### config.mk
export PLATFORM = sky130hd
export DESIGN_NAME = potcmd_spi_front
export DESIGN_NICKNAME = d
export VERILOG_FILES = /design/src/rtl/potcmd_pkg.sv /design/src/rtl/potcmd_sync.sv /design/src/rtl/potcmd_edge.sv /design/src/rtl/potcmd_frame.sv /design/src/rtl/potcmd_txshift.sv /design/src/rtl/potcmd_spi_front.sv
export SDC_FILE = /design/constraint.sdc
export NUM_CORES = 1
export LEC_CHECK = 0
export BUFFER_PORTS_ARGS = -buffer_cell sky130_fd_sc_hd__buf_2
export CAP_MARGIN = 20
export CORE_ASPECT_RATIO = 0.5
export CORE_UTILIZATION = 45
export CTS_CLUSTER_DIAMETER = 40
export DETAILED_ROUTE_END_ITERATION = 8
export MAX_ROUTING_LAYER = met4
export PLACE_DENSITY = 0.8
export SETUP_SLACK_MARGIN = 0.4
export SKIP_LAST_GASP = 1
export SLEW_MARGIN = 40
export SYNTH_ARGS = -nofsm -noshare
export SYNTH_HDL_FRONTEND = slang
export SYNTH_HIERARCHICAL = 1
export SYNTH_SLANG_ARGS = --single-unit
### constraint.sdc
create_clock -name clk -period 1.7 [get_ports clk]
set_input_delay 0.34 -clock clk [delete_from_list [all_inputs] [get_ports clk]]
set_output_delay 0.34 -clock clk [all_outputs]
set_load 0.02 [all_outputs]
### src/rtl/potcmd_pkg.sv
package potcmd_pkg;

    localparam int BYTE_W = 8;
    localparam int TYPE_W = 4;
    localparam int ADDR_W = BYTE_W - TYPE_W;
    localparam int OP_W   = 4;
    localparam int REG_W  = 2;
    localparam int CNT_W  = $clog2(BYTE_W);
    localparam int NUM_OP = 1 << OP_W;

    typedef enum logic [2:0] {
        ST_IDLE,
        ST_ID,
        ST_INSTR,
        ST_DATA,
        ST_READ,
        ST_DONE
    } frame_st_e;

    typedef struct packed {
        frame_st_e          st;
        logic               seen_high;
        logic               paused;
        logic [CNT_W-1:0]   bitcnt;
        logic [BYTE_W-1:0]  shreg;
        logic [OP_W-1:0]    opcode;
        logic [REG_W-1:0]   regsel;
        logic               pot;
        logic [BYTE_W-1:0]  data;
        logic               cmd_valid;
        logic               rd_req;
    } frame_s;

    typedef struct packed {
        logic               en;
        logic               bit_out;
        logic [BYTE_W-1:0]  shreg;
    } tx_s;

endpackage

### src/rtl/potcmd_sync.sv
module potcmd_sync #(
    parameter int             W       = 1,
    parameter int             STAGES  = 2,
    parameter logic [W-1:0]   RST_VAL = '0
) (
    input  logic         clk,
    input  logic         rst_n,
    input  logic [W-1:0] d,
    output logic [W-1:0] q
);

    logic [STAGES-1:0][W-1:0] chain_d, chain_q;

    always_comb begin
        chain_d = {chain_q[STAGES-2:0], d};
    end

    always_ff @(posedge clk or negedge rst_n) begin
        if (!rst_n) chain_q <= {STAGES{RST_VAL}};
        else        chain_q <= chain_d;
    end

    assign q = chain_q[STAGES-1];

endmodule

### src/rtl/potcmd_edge.sv
module potcmd_edge #(
    parameter int           W       = 1,
    parameter logic [W-1:0] RST_VAL = '0
) (
    input  logic         clk,
    input  logic         rst_n,
    input  logic [W-1:0] sig,
    output logic [W-1:0] rise,
    output logic [W-1:0] fall
);

    logic [W-1:0] prev_d, prev_q;

    always_comb begin
        prev_d = sig;
    end

    always_ff @(posedge clk or negedge rst_n) begin
        if (!rst_n) prev_q <= RST_VAL;
        else        prev_q <= prev_d;
    end

    for (genvar i = 0; i < W; i++) begin : g_bit
        assign rise[i] =  sig[i] & ~prev_q[i];
        assign fall[i] = ~sig[i] &  prev_q[i];
    end

endmodule

### src/rtl/potcmd_frame.sv
module potcmd_frame
    import potcmd_pkg::*;
#(
    parameter logic [TYPE_W-1:0] TYPE_CODE = 4'b0101,
    parameter logic [NUM_OP-1:0] WRITE_OPS = 16'h1400,
    parameter logic [NUM_OP-1:0] READ_OPS  = 16'h0A00
) (
    input  logic              clk,
    input  logic              rst_n,
    input  logic              cs_s,
    input  logic              sck_s,
    input  logic              mosi_s,
    input  logic              hold_s,
    input  logic              sck_rise,
    input  logic [ADDR_W-1:0] strap,
    output logic              cmd_valid,
    output logic              rd_req,
    output logic [OP_W-1:0]   opcode,
    output logic [REG_W-1:0]  regsel,
    output logic              pot,
    output logic [BYTE_W-1:0] data,
    output logic              rd_phase,
    output logic              paused
);

    localparam logic [CNT_W-1:0] LAST_BIT = CNT_W'(BYTE_W - 1);
    localparam int               ZERO_BIT = 1;

    frame_s               q, n;
    logic [BYTE_W-1:0]    byte_v;
    logic                 last_bit;
    logic [OP_W-1:0]      op_v;
    logic                 id_ok;

    always_comb begin
        byte_v   = {q.shreg[BYTE_W-2:0], mosi_s};
        last_bit = (q.bitcnt == LAST_BIT);
        op_v     = byte_v[BYTE_W-1 -: OP_W];
        id_ok    = (byte_v[BYTE_W-1 -: TYPE_W] == TYPE_CODE) &&
                   (byte_v[ADDR_W-1:0] == strap);

        n           = q;
        n.cmd_valid = 1'b0;
        n.rd_req    = 1'b0;

        if (cs_s) begin
            n.st        = ST_IDLE;
            n.seen_high = 1'b1;
            n.paused    = 1'b0;
            n.bitcnt    = '0;
            n.shreg     = '0;
        end else begin
            // pause state only moves while the serial clock is low
            if (!sck_s) n.paused = !hold_s;

            if (q.st == ST_IDLE) begin
                if (q.seen_high) begin
                    n.st     = ST_ID;
                    n.bitcnt = '0;
                end
            end else if (sck_rise && !q.paused && q.st != ST_DONE) begin
                n.shreg  = byte_v;
                n.bitcnt = q.bitcnt + 1'b1;
                if (last_bit) begin
                    unique case (q.st)
                        ST_ID: begin
                            n.st = id_ok ? ST_INSTR : ST_DONE;
                        end
                        ST_INSTR: begin
                            n.opcode = op_v;
                            n.regsel = byte_v[REG_W+1:2];
                            n.pot    = byte_v[0];
                            n.data   = '0;
                            if (byte_v[ZERO_BIT]) begin
                                n.st = ST_DONE;
                            end else if (READ_OPS[op_v]) begin
                                n.rd_req = 1'b1;
                                n.st     = ST_READ;
                            end else if (WRITE_OPS[op_v]) begin
                                n.st = ST_DATA;
                            end else begin
                                n.cmd_valid = 1'b1;
                                n.st        = ST_DONE;
                            end
                        end
                        ST_DATA: begin
                            n.data      = byte_v;
                            n.cmd_valid = 1'b1;
                            n.st        = ST_DONE;
                        end
                        ST_READ: begin
                            n.st = ST_DONE;
                        end
                        default: ;
                    endcase
                end
            end
        end
    end

    always_ff @(posedge clk or negedge rst_n) begin
        if (!rst_n) begin
            q        <= '0;
            q.st     <= ST_IDLE;
        end else begin
            q <= n;
        end
    end

    assign cmd_valid = q.cmd_valid;
    assign rd_req    = q.rd_req;
    assign opcode    = q.opcode;
    assign regsel    = q.regsel;
    assign pot       = q.pot;
    assign data      = q.data;
    assign rd_phase  = (q.st == ST_READ) && !q.paused;
    assign paused    = q.paused;

endmodule

### src/rtl/potcmd_txshift.sv
module potcmd_txshift
    import potcmd_pkg::*;
(
    input  logic              clk,
    input  logic              rst_n,
    input  logic              clear,
    input  logic              load,
    input  logic [BYTE_W-1:0] load_data,
    input  logic              shift,
    input  logic              paused,
    output logic              miso,
    output logic              miso_oe
);

    tx_s q, n;

    always_comb begin
        n = q;
        if (clear) begin
            n = '0;
        end else if (load) begin
            n.en    = 1'b1;
            n.shreg = load_data;
        end else if (shift) begin
            n.bit_out = q.shreg[BYTE_W-1];
            n.shreg   = {q.shreg[BYTE_W-2:0], 1'b0};
        end
    end

    always_ff @(posedge clk or negedge rst_n) begin
        if (!rst_n) q <= '0;
        else        q <= n;
    end

    assign miso    = q.bit_out;
    assign miso_oe = q.en && !paused;

endmodule

### src/rtl/potcmd_spi_front.sv
module potcmd_spi_front
    import potcmd_pkg::*;
#(
    parameter int                SYNC_STAGES = 2,
    parameter logic [TYPE_W-1:0] TYPE_CODE   = 4'b0101,
    parameter logic [NUM_OP-1:0] WRITE_OPS   = 16'h1400,
    parameter logic [NUM_OP-1:0] READ_OPS    = 16'h0A00
) (
    input  logic              clk,
    input  logic              rst_n,
    input  logic              spi_cs_n,
    input  logic              spi_sck,
    input  logic              spi_mosi,
    input  logic              spi_hold_n,
    input  logic [ADDR_W-1:0] strap_addr,
    input  logic [BYTE_W-1:0] rd_data,
    output logic              miso,
    output logic              miso_oe,
    output logic              cmd_valid,
    output logic              rd_req,
    output logic [OP_W-1:0]   cmd_opcode,
    output logic [REG_W-1:0]  cmd_reg,
    output logic              cmd_pot,
    output logic [BYTE_W-1:0] cmd_data
);

    // synchroniser lanes: {cs_n, sck, mosi, hold_n}
    localparam int         N_IN    = 4;
    localparam logic [3:0] IN_RST  = 4'b0001;

    logic [N_IN-1:0] pins_raw, pins_s;
    logic            cs_s, sck_s, mosi_s, hold_s;
    logic            sck_rise, sck_fall;
    logic            rd_phase;
    logic            hold_paused;

    assign pins_raw = {spi_cs_n, spi_sck, spi_mosi, spi_hold_n};

    potcmd_sync #(
        .W       (N_IN),
        .STAGES  (SYNC_STAGES),
        .RST_VAL (IN_RST)
    ) u_sync (
        .clk   (clk),
        .rst_n (rst_n),
        .d     (pins_raw),
        .q     (pins_s)
    );

    assign {cs_s, sck_s, mosi_s, hold_s} = pins_s;

    potcmd_edge #(
        .W       (1),
        .RST_VAL (1'b0)
    ) u_sck_edge (
        .clk   (clk),
        .rst_n (rst_n),
        .sig   (sck_s),
        .rise  (sck_rise),
        .fall  (sck_fall)
    );

    potcmd_frame #(
        .TYPE_CODE (TYPE_CODE),
        .WRITE_OPS (WRITE_OPS),
        .READ_OPS  (READ_OPS)
    ) u_frame (
        .clk       (clk),
        .rst_n     (rst_n),
        .cs_s      (cs_s),
        .sck_s     (sck_s),
        .mosi_s    (mosi_s),
        .hold_s    (hold_s),
        .sck_rise  (sck_rise),
        .strap     (strap_addr),
        .cmd_valid (cmd_valid),
        .rd_req    (rd_req),
        .opcode    (cmd_opcode),
        .regsel    (cmd_reg),
        .pot       (cmd_pot),
        .data      (cmd_data),
        .rd_phase  (rd_phase),
        .paused    (hold_paused)
    );

    potcmd_txshift u_tx (
        .clk       (clk),
        .rst_n     (rst_n),
        .clear     (cs_s),
        .load      (rd_req),
        .load_data (rd_data),
        .shift     (sck_fall && rd_phase),
        .paused    (hold_paused),
        .miso      (miso),
        .miso_oe   (miso_oe)
    );

endmodule

==> impl_metrics.py, run 1 <==
metrics = {
    "synthesis": {
        "ys_types": 42,
        "yosys_warnings": 6,
        "syn_area_per_cell_um2": 11.6,
        "yosys_most_used_dff": "dfrtp_1",
        "netlist_instances": 203,
        "synth_compound_area_share_pct": 9.26,
        "synthArstFlopShare_pct": 100,
        "yosysSeqAreaShare_pct": 54.1,
        "synth_xor_area_share_pct": 2.96,
        "yosys.area_share.simple_pct": 12.7,
        "synth_top_family_by_area": "simple AND/OR/NAND/NOR gates",
        "synthAdderAreaFrac_pct": 1.06,
        "ys_ff_latch": 51,
        "synthMuxAreaShare_pct": 11.2,
        "syn_area_mm2": 0.00236,
        "synth_edf_count": 0,
        "synth.net_count": 223,
    },
    "floorplanning": {
        "initial_core_util_pct": 47.3,
        "ios": 37,
        "die-area_mm2": 0.00557,
        "num_rows": 18,
        "die_height_um": 53.3,
        "die_x_um": 105,
        "core-area_mm2": 0.00500,
    },
    "clocking": {
        "cts_made_buffers": 5,
        "cts_root_buf": "clkbuf_8",
        "clock-sinks": 51,
        "clock_latency_ns": 0.31,
        "cts-htree-levels": 2,
        "tritoncts": "yes",
        "cts_buffer_depth": 2,
        "clk_pin_slew_ns": 0.08,
    },
    "placed_design": {
        "placed_area_mm2": 0.00259,
        "io_buffers": 36,
        "dp_hpwl_um": 3130,
        "gp_congestion": 0.864,
        "dp_slack_ns": -0.0782,
    },
    "setup_path": {
        "crit_type": "reg2reg",
        "crit_buf_inv": 1,
        "crit_fanout": 5,
        "crit_slowest_cell": "dfrtp_1",
        "worstPathRequired_ns": 1.89,
        "arrival_ns": 1.90,
        "end_kind": "flop",
        "critPathMaxStageDelay_ns": 0.39,
        "start_kind": "flop",
        "critical-path-top-delay-family": "simple AND/OR/NAND/NOR gates",
        "path_cells": "or2_4 -> nor3_2 -> and2_4 -> buf_12 -> mux2_4 -> mux2i_1 -> nor2_1",
    },
    "route": {
        "routedWlPerCell_um": 16.0,
        "ant_nets": 0,
        "drc_errors": 0,
        "dr.first_iter.drc_count": 54,
        "totalWireLength_um": 5050,
        "drt-vias-per-instance": 5.30,
        "dr.pass1.iters": 4,
        "via_count": 1676,
    },
    "global_routing": {
        "track_usage_pct": 19.3,
        "grt_pass1_vias": 1584,
        "antenna_found_initial": 0,
        "grt_max_degree": 33,
        "grt_overflow": 0,
        "grt_pass1_wl_um": 7800,
    },
    "cells_and_area": {
        "final_cell_area_mm2": 0.00298,
        "fill_cells": 391,
        "final_common_cell": "dfrtp_1",
        "drive_gt1_share_pct": 43.5,
        "final_cell_mix": "dfrtp_1, buf_2, nor2_1",
        "n_antenna_cell": 0,
        "syn2layout_area_growth_pct": 25.9,
        "fin_nets": 265,
        "fin_util_pct": 59.5,
    },
    "pwr": {
        "p_leak_nw": 1.42,
        "powerDensity_mw_per_mm2": 749,
        "ir_drop_mv": 0.367,
    },
    "status": {
        "outcome": "finished with violations",
        "violations": "setup timing",
    },
    "run": {
        "drv_cap": 0,
    },
    "sta": {
        "fin_crit_sh_pct": 101,
        "report.final.slew_viol_count": 0,
        "setup_viol": 1,
        "hold_violations": 0,
        "slew-limit-headroom_pct": 67.9,
        "setup_ws_ns": -0.0112,
        "min_period_ns": 1.71,
        "finalClockSkew_ns": 0.00942,
        "fmax_mhz": 584,
        "final.setup.tns_ns": -0.0112,
        "worstMarginPinSlew_ns": 0.481,
        "rsz0062_at_grt": "true",
    },
    "worst_hold_path": {
        "hp-class": "in2reg",
    },
}
-- state kept, by name, indices dropped and copies added (netlist names) --
signal and cells:
u_frame/pot 1, u_frame/paused 1, u_frame/regsel 2, u_sync/q 4, u_frame/data 8, u_frame/cmd_valid 1
u_sck_edge/prev_q 1, u_sync/chain_d 4, u_tx/q 9, u_frame/q 7, u_frame/byte_v 7, u_frame/opcode 4
u_frame/rd_req 1, u_tx/miso 1
-- Yosys cell counts, types with 2 or more instances --
library cell | number | area, um2
mux2_4 | 7 | 105
a21o_1 | 2 | 15.0
xnor2_1 | 3 | 26.3
xor2_1 | 5 | 43.8
a32o_1 | 2 | 20.0
nor2b_1 | 5 | 31.3
mux2i_1 | 8 | 80.1
a22o_1 | 8 | 70.1
buf_4 | 15 | 113
a211oi_1 | 2 | 15.0
dfstp_2 | 2 | 52.6
inv_1 | 9 | 33.8
nand2_1 | 2 | 7.51
clkbuf_1 | 7 | 26.3
nor2_1 | 18 | 67.6
and2_1 | 2 | 12.5
ha_1 | 2 | 25.0
dfrtp_1 | 49 | 1230
nand2b_1 | 3 | 18.8
a21oi_1 | 4 | 20.0
nand4_1 | 9 | 56.3
or2_2 | 2 | 12.5
buf_2 | 4 | 20.0
o21ai_0 | 8 | 40.0
mux2_1 | 7 | 78.8
nor3_1 | 2 | 10.0
-- power breakdown --
group / internal (mW) / total, mW / switching (mW)
clock: 0.476 / 0.871 / 0.395
combinational: 0.0504 / 0.118 / 0.0676
sequential: 1.23 / 1.24 / 0.0107
-- metrics by stage --
stage	power, mW	hold WS, ns	cells
floorplan	1.30	0.0444	203
global placement	1.36	0.305	295
detailed placement	1.36	0.318	295
CTS	2.24	0.119	309
global route	2.30	0.120	316
finish	2.23	0.127	316
-- what timing repair did --
item / in CTS / in global routing
endpoints found under the hold margin: 17 / 0
gates cloned: 1 / 1
hold buffers: 1 / 0
endpoints found under the setup margin: 41 / 40
setup buffers: 4 / 6
pin swaps: 10 / 8
gates resized for setup: 26 / 17
-- final cells by class --
| cell class | count | area, um2 | area share, % |
|---|---|---|---|
| clock inverter | 2 | 35.0 | 1.18 |
| inverter | 10 | 40.0 | 1.35 |
| tap | 70 | 87.6 | 2.94 |
| timing repair buffer | 62 | 469 | 15.8 |
| clock buffer | 6 | 82.6 | 2.77 |
| sequential | 51 | 1280 | 43.0 |
| multi-input combinational | 115 | 981 | 33.0 |
-- path summary, 6_finish.rpt --
| kind | startpoint | to | slack, ns | cells past startpoint |
|---|---|---|---|---|
| max | u_frame/q[31] | u_tx/q[5] | -0.01 | 7 |
| min reg2reg | u_sync/chain_d[6] | u_sync/q[2] | 0.35 | 0 |
| min in group asynchronous | rst_n | u_tx/miso | 0.51 | 2 |
| min | spi_hold_n | u_sync/chain_d[4] | 0.13 | 1 |
| max reg2reg | u_frame/q[31] | u_tx/q[5] | -0.01 | 7 |
| max in group asynchronous | rst_n | u_frame/q[32] | 0.63 | 3 |
-- metal layers --
metal / wire [um] / global-route usage (%)
met1: 2340 / 23.8
met3: 234 / 4.31
met2: 2340 / 30.6
met5: 0 / -
met4: 133 / 10.5
-- cell families after synthesis --
kind of cell | count (synthesis)
buffers and inverters | 37
AO/OA/AOI/OAI | 31
XOR/XNOR | 8
flip-flops | 51
adder cells (fa/ha/maj) | 2
multiplexers | 22
AND/OR/NAND/NOR | 52
(Power assumes the default switching activity.)
==> run 2, diff against run 1 <==
--- a/config.mk
+++ b/config.mk
@@ -8,11 +8,12 @@
 export BUFFER_PORTS_ARGS = -buffer_cell sky130_fd_sc_hd__buf_2
 export CAP_MARGIN = 20
 export CORE_ASPECT_RATIO = 0.5
-export CORE_UTILIZATION = 45
-export CTS_CLUSTER_DIAMETER = 40
+export CORE_UTILIZATION = 30
+export CTS_BUF_LIST = sky130_fd_sc_hd__clkbuf_8
+export CTS_CLUSTER_DIAMETER = 60
 export DETAILED_ROUTE_END_ITERATION = 8
 export MAX_ROUTING_LAYER = met4
-export PLACE_DENSITY = 0.8
+export PLACE_DENSITY = 0.61
 export SETUP_SLACK_MARGIN = 0.4
 export SKIP_LAST_GASP = 1
 export SLEW_MARGIN = 40
==> impl_metrics.py, run 2 (same netlist as run 1, synthesis figures left out) <==
metrics = {
    "status": {
        "outcome": "finished with violations",
        "violations": "setup timing",
    },
    "clocking": {
        "clk_pin_slew_ns": 0.09,
        "tritoncts": "yes",
        "clock-sinks": 51,
        "cts-htree-levels": 2,
        "cts_root_buf": "clkbuf_8",
        "clock_latency_ns": 0.31,
        "cts_made_buffers": 5,
        "cts_buffer_depth": 2,
    },
    "sta": {
        "finalClockSkew_ns": 0.00894,
        "rsz0062_at_grt": "true",
        "fmax_mhz": 586,
        "fin_crit_sh_pct": 100,
        "hold_slack_ns": 0.126,
        "setup_ws_ns": -0.00523,
        "min_period_ns": 1.71,
        "hold_violations": 0,
        "setup_viol": 2,
        "worstMarginPinSlew_ns": 0.371,
        "report.final.slew_viol_count": 0,
        "slew-limit-headroom_pct": 75.3,
    },
    "route": {
        "drt-vias-per-instance": 4.58,
        "dr.pass1.iters": 5,
        "ant_nets": 0,
        "totalWireLength_um": 5140,
        "via_count": 1657,
        "routedWlPerCell_um": 14.2,
        "drc_errors": 0,
        "dr.first_iter.drc_count": 60,
    },
    "run": {
        "drv_cap": 0,
    },
    "setup_path": {
        "arrival_ns": 1.90,
        "path_cells": "or2_4 -> nor3_2 -> and2_4 -> buf_12 -> mux2_4 -> mux2i_1 -> nor2_1",
        "worstPathRequired_ns": 1.90,
        "crit_buf_inv": 1,
        "critPathMaxStageDelay_ns": 0.39,
        "crit_fanout": 5,
        "crit_slowest_cell": "dfrtp_1",
        "start_kind": "flop",
        "end_kind": "flop",
        "critical-path-top-delay-family": "simple AND/OR/NAND/NOR gates",
        "crit_type": "reg2reg",
    },
    "floorplanning": {
        "ios": 37,
        "initial_core_util_pct": 31.6,
        "core-area_mm2": 0.00749,
        "die_x_um": 128,
        "die_height_um": 64.8,
        "num_rows": 22,
        "die-area_mm2": 0.00826,
    },
    "pwr": {
        "powerDensity_mw_per_mm2": 702,
        "ir_drop_mv": 0.306,
        "p_total_mw": 2.24,
        "p_leak_nw": 1.48,
    },
    "cells_and_area": {
        "fin_util_pct": 42.6,
        "syn2layout_area_growth_pct": 34.8,
        "final-seq-area_mm2": 0.00128,
        "largest_reg_flops": 9,
        "final_cell_mix": "dfrtp_1, buf_2, buf_4",
        "final_common_cell": "dfrtp_1",
        "fin_nets": 273,
        "n_antenna_cell": 0,
        "multi_input_area_mm2": 0.00108,
        "drive_gt1_share_pct": 50.0,
        "top_register": "u_tx/q",
        "fill_cells": 710,
    },
    "global_routing": {
        "track_usage_pct": 13.3,
        "grt_pass1_vias": 1649,
        "grt_pass1_wl_um": 8200,
        "grt_max_degree": 21,
        "antenna_found_initial": 0,
        "grt_overflow": 0,
    },
    "placed_design": {
        "dp_hpwl_um": 3200,
        "io_buffers": 36,
        "gp_congestion": 0.787,
    },
    "worst_hold_path": {
        "hp-class": "in2reg",
    },
}
## run 2: cell count changes in the layout (fill, tap and decap cells not counted), moves of 2 or more
cell,previous run,this run
o21ai_1,8,2
o21ai_2,0,6
buf_16,1,3
buf_6,5,7
buf_4,16,19
nor2b_4,1,3
## run 2: worst reg2reg max path, delay by kind of cell (launching register included)
family / cells / cell delay [ns]
simple gates: 4 / 0.65
mux: 2 / 0.43
flops: 1 / 0.39
buf+inv: 1 / 0.13
## run 2: what timing repair did
item / CTS / global route
hold endpoints to repair: 13 / 0
pin swaps: 16 / 12
setup endpoints to repair: 41 / 40
setup buffers: 9 / 3
gates cloned: 4 / 1
hold buffers: 1 / 0
resized for setup: 51 / 14
## run 2: cell type report
type | instances | area share [%]
Inverter | 10 | 1.18
Tap cell | 108 | 4.24
Timing Repair Buffer | 68 | 16.9
Sequential cell | 51 | 40.2
Multi-Input combinational cell | 117 | 33.8
Clock inverter | 2 | 1.10
Clock buffer | 6 | 2.59
## run 2: where the power goes
| group | leakage, nW | internal, mW | switching (mW) | total [mW] |
|---|---|---|---|---|
| clock network | 0.0612 | 0.476 | 0.394 | 0.870 |
| registers | 0.676 | 1.23 | 0.0101 | 1.24 |
| logic | 0.746 | 0.0561 | 0.0734 | 0.129 |
| total | 1.48 | 1.76 | 0.478 | 2.24 |
## run 2: final timing paths
path                                         from  cells past startpoint  slack, ns           endpoint
worst max-delay path                u_frame/q[30]                      7     -0.005          u_tx/q[6]
worst min-delay path                   spi_hold_n                      1       0.13  u_sync/chain_d[4]
worst max register to register      u_frame/q[30]                      7     -0.005          u_tx/q[6]
worst min register to register  u_sync/chain_d[6]                      0       0.35        u_sync/q[2]
max in group asynchronous                   rst_n                      3       0.70    u_frame/data[4]
min in group asynchronous                   rst_n                      2       0.47  u_sync/chain_d[5]
## run 2: metrics by stage
| step | std cells | cell area, um2 | setup slack (ns) | setup TNS, ns |
|---|---|---|---|---|
| detailed placement | 336 | 2650 | -0.102 | -1.34 |
| global route | 362 | 3190 | -0.103 | -1.09 |
| finish | 362 | 3190 | -0.00523 | -0.00648 |
| floorplan | 203 | 2390 | -0.0567 | -0.747 |
| CTS | 358 | 3090 | -0.0513 | -0.293 |
| global placement | 336 | 2650 | -0.0552 | -0.479 |
## run 2: layer usage
metal	global-route usage, %	routed length [um]
met1	17.1	2470
met2	20.2	2420
met3	3.30	226
met4	5.36	23
met5	-	0
==> run 3, diff against run 2 <==
--- a/config.mk
+++ b/config.mk
@@ -13,7 +13,7 @@
 export CTS_CLUSTER_DIAMETER = 60
 export DETAILED_ROUTE_END_ITERATION = 8
 export MAX_ROUTING_LAYER = met4
-export PLACE_DENSITY = 0.61
+export PLACE_DENSITY = 0.48
 export SETUP_SLACK_MARGIN = 0.4
 export SKIP_LAST_GASP = 1
 export SLEW_MARGIN = 40
==> impl_metrics.py, run 3 (same netlist as run 1, synthesis figures left out) <==
metrics = {
    "cells_and_area": {
        "fill_cells": 748,
        "n_antenna_cell": 0,
        "fin_nets": 267,
        "top_register": "u_tx/q",
        "drive_gt1_share_pct": 44.5,
        "stdcell_count": 355,
        "final_common_cell": "dfrtp_1",
        "multi_input_area_mm2": 0.00104,
        "syn2layout_area_growth_pct": 31.5,
        "largest_reg_flops": 9,
        "final_cell_mix": "dfrtp_1, buf_2, nor2_1",
        "final-seq-area_mm2": 0.00128,
    },
    "clocking": {
        "clock-sinks": 51,
        "clk_pin_slew_ns": 0.09,
        "cts-htree-levels": 2,
        "cts_buffer_depth": 2,
        "cts_made_buffers": 5,
        "cts_root_buf": "clkbuf_8",
        "tritoncts": "yes",
        "clock_latency_ns": 0.31,
    },
    "global_routing": {
        "grtUsageMet1_pct": 18.8,
        "grt_pass1_wl_um": 8120,
        "grt_overflow": 0,
        "antenna_found_initial": 0,
        "grt_max_degree": 34,
        "grt_pass1_vias": 1593,
        "grtUsageMet3_pct": 3.47,
        "track_usage_pct": 13.2,
        "use_met2_pct": 18.5,
        "top_usage_layer": "met1",
    },
    "setup_path": {
        "crit_slowest_cell": "dfrtp_1",
        "crit_start": "u_frame/q[26]",
        "arrival_ns": 1.91,
        "reg2reg_from": "u_frame/q[26]",
        "end_kind": "flop",
        "crit_type": "reg2reg",
        "worstPathRequired_ns": 1.90,
        "start_kind": "flop",
        "path_cells": "ha_2 -> ha_4 -> nand2b_4 -> nor4_4 -> nor2b_4 -> buf_8 -> mux2_1",
        "critPathMaxStageDelay_ns": 0.37,
        "crit_fanout": 8,
    },
    "route": {
        "via_count": 1594,
        "totalWireLength_um": 4890,
        "dr.first_iter.drc_count": 87,
        "dr.pass1.iters": 4,
        "drc_errors": 0,
        "ant_nets": 0,
        "routedWlPerCell_um": 13.8,
        "drt-vias-per-instance": 4.49,
    },
    "floorplanning": {
        "core-area_mm2": 0.00749,
        "die-area_mm2": 0.00826,
        "num_rows": 22,
        "die_x_um": 128,
        "initial_core_util_pct": 31.6,
        "die_height_um": 64.8,
        "ios": 37,
    },
    "sta": {
        "fmax_mhz": 583,
        "rsz0062_at_grt": "true",
        "min_period_ns": 1.72,
        "worstMarginPinSlew_ns": 0.440,
        "finalClockSkew_ns": 0.0123,
        "setup_viol": 3,
        "setup_ws_ns": -0.0155,
        "slew-limit-headroom_pct": 70.7,
        "report.final.slew_viol_count": 0,
        "hold_violations": 0,
        "fin_crit_sh_pct": 101,
    },
    "worst_hold_path": {
        "min_from": "spi_mosi",
        "hp-class": "in2reg",
    },
    "pwr": {
        "p_leak_nw": 1.44,
        "powerDensity_mw_per_mm2": 698,
        "p_total_mw": 2.17,
        "ir_drop_mv": 0.319,
    },
    "run": {
        "drv_cap": 0,
    },
    "placed_design": {
        "dp_cells": 335,
        "gp_congestion": 0.793,
        "dp_hpwl_um": 3130,
        "io_buffers": 36,
    },
    "status": {
        "violations": "setup timing",
        "outcome": "finished with violations",
    },
}
==> run 3: final cells by class <==
| cell class | count | share of cell area, % |
|---|---|---|
| multi-input combinational | 117 | 33.5 |
| inverter | 10 | 1.21 |
| clock buffer | 5 | 2.21 |
| tap | 108 | 4.34 |
| clock inverter | 2 | 1.09 |
| timing repair buffer | 62 | 16.5 |
| sequential | 51 | 41.2 |
==> run 3: routing by layer <==
metal  wire length (um)  part of all wire (%)  up-vias
met4                 44                  0.90        0
met1               2560                    52      785
met5                  0                     0        -
met2               2120                    43       26
li1                   -                     -      776
met3                170                   3.5        7
==> run 3: per-stage QoR <==
| stage | cell area [um2] | worst slack [ns] | util, % | hold slack (ns) | TNS (ns) |
|---|---|---|---|---|---|
| floorplan | 2390 | -0.0567 | - | 0.0444 | -0.747 |
| global placement | 2660 | -0.0514 | 35.5 | 0.309 | -0.616 |
| detailed placement | 2660 | -0.132 | 35.5 | 0.318 | -1.65 |
| CTS | 2970 | -0.0211 | 39.7 | 0.124 | -0.119 |
| global route | 3110 | -0.111 | 41.5 | 0.120 | -1.20 |
| finish | 3110 | -0.0155 | 41.5 | 0.131 | -0.0332 |
==> run 3: critical path, delay by kind of cell (launching register included) <==
family,cells,cell delay (ns)
and+or+nand+nor,3,0.44
adders and majority gates,2,0.33
muxes,1,0.32
buffers and inverters,1,0.14
DFF,1,0.37
==> run 3: repair_timing <==
action,4_1_cts,5_1_grt
cloned,4,1
endpoints found under the setup margin,40,40
hold endpoints to repair,18,0
gates resized for setup,31,22
pin swaps,9,10
buffers inserted,3,4
hold buffers,1,0
==> run 3: worst paths after layout <==
check	end	slack, ns	cells after the start
max	u_frame/regsel[0]	-0.02	7
min	u_sync/chain_d[5]	0.13	1
max reg2reg	u_frame/regsel[0]	-0.02	7
min reg2reg	u_sync/q[1]	0.36	0
max in group asynchronous	u_sync/chain_d[4]	0.60	3
min in group asynchronous	u_frame/data[3]	0.50	2
==> run 3: report_power, final <==
group / total, mW / switching [mW] / leakage, nW / internal (mW)
combinational: 0.125 / 0.0736 / 0.706 / 0.0512
sequential: 1.24 / 0.00950 / 0.679 / 1.23
clock: 0.809 / 0.383 / 0.0554 / 0.426
total: 2.17 / 0.466 / 1.44 / 1.71
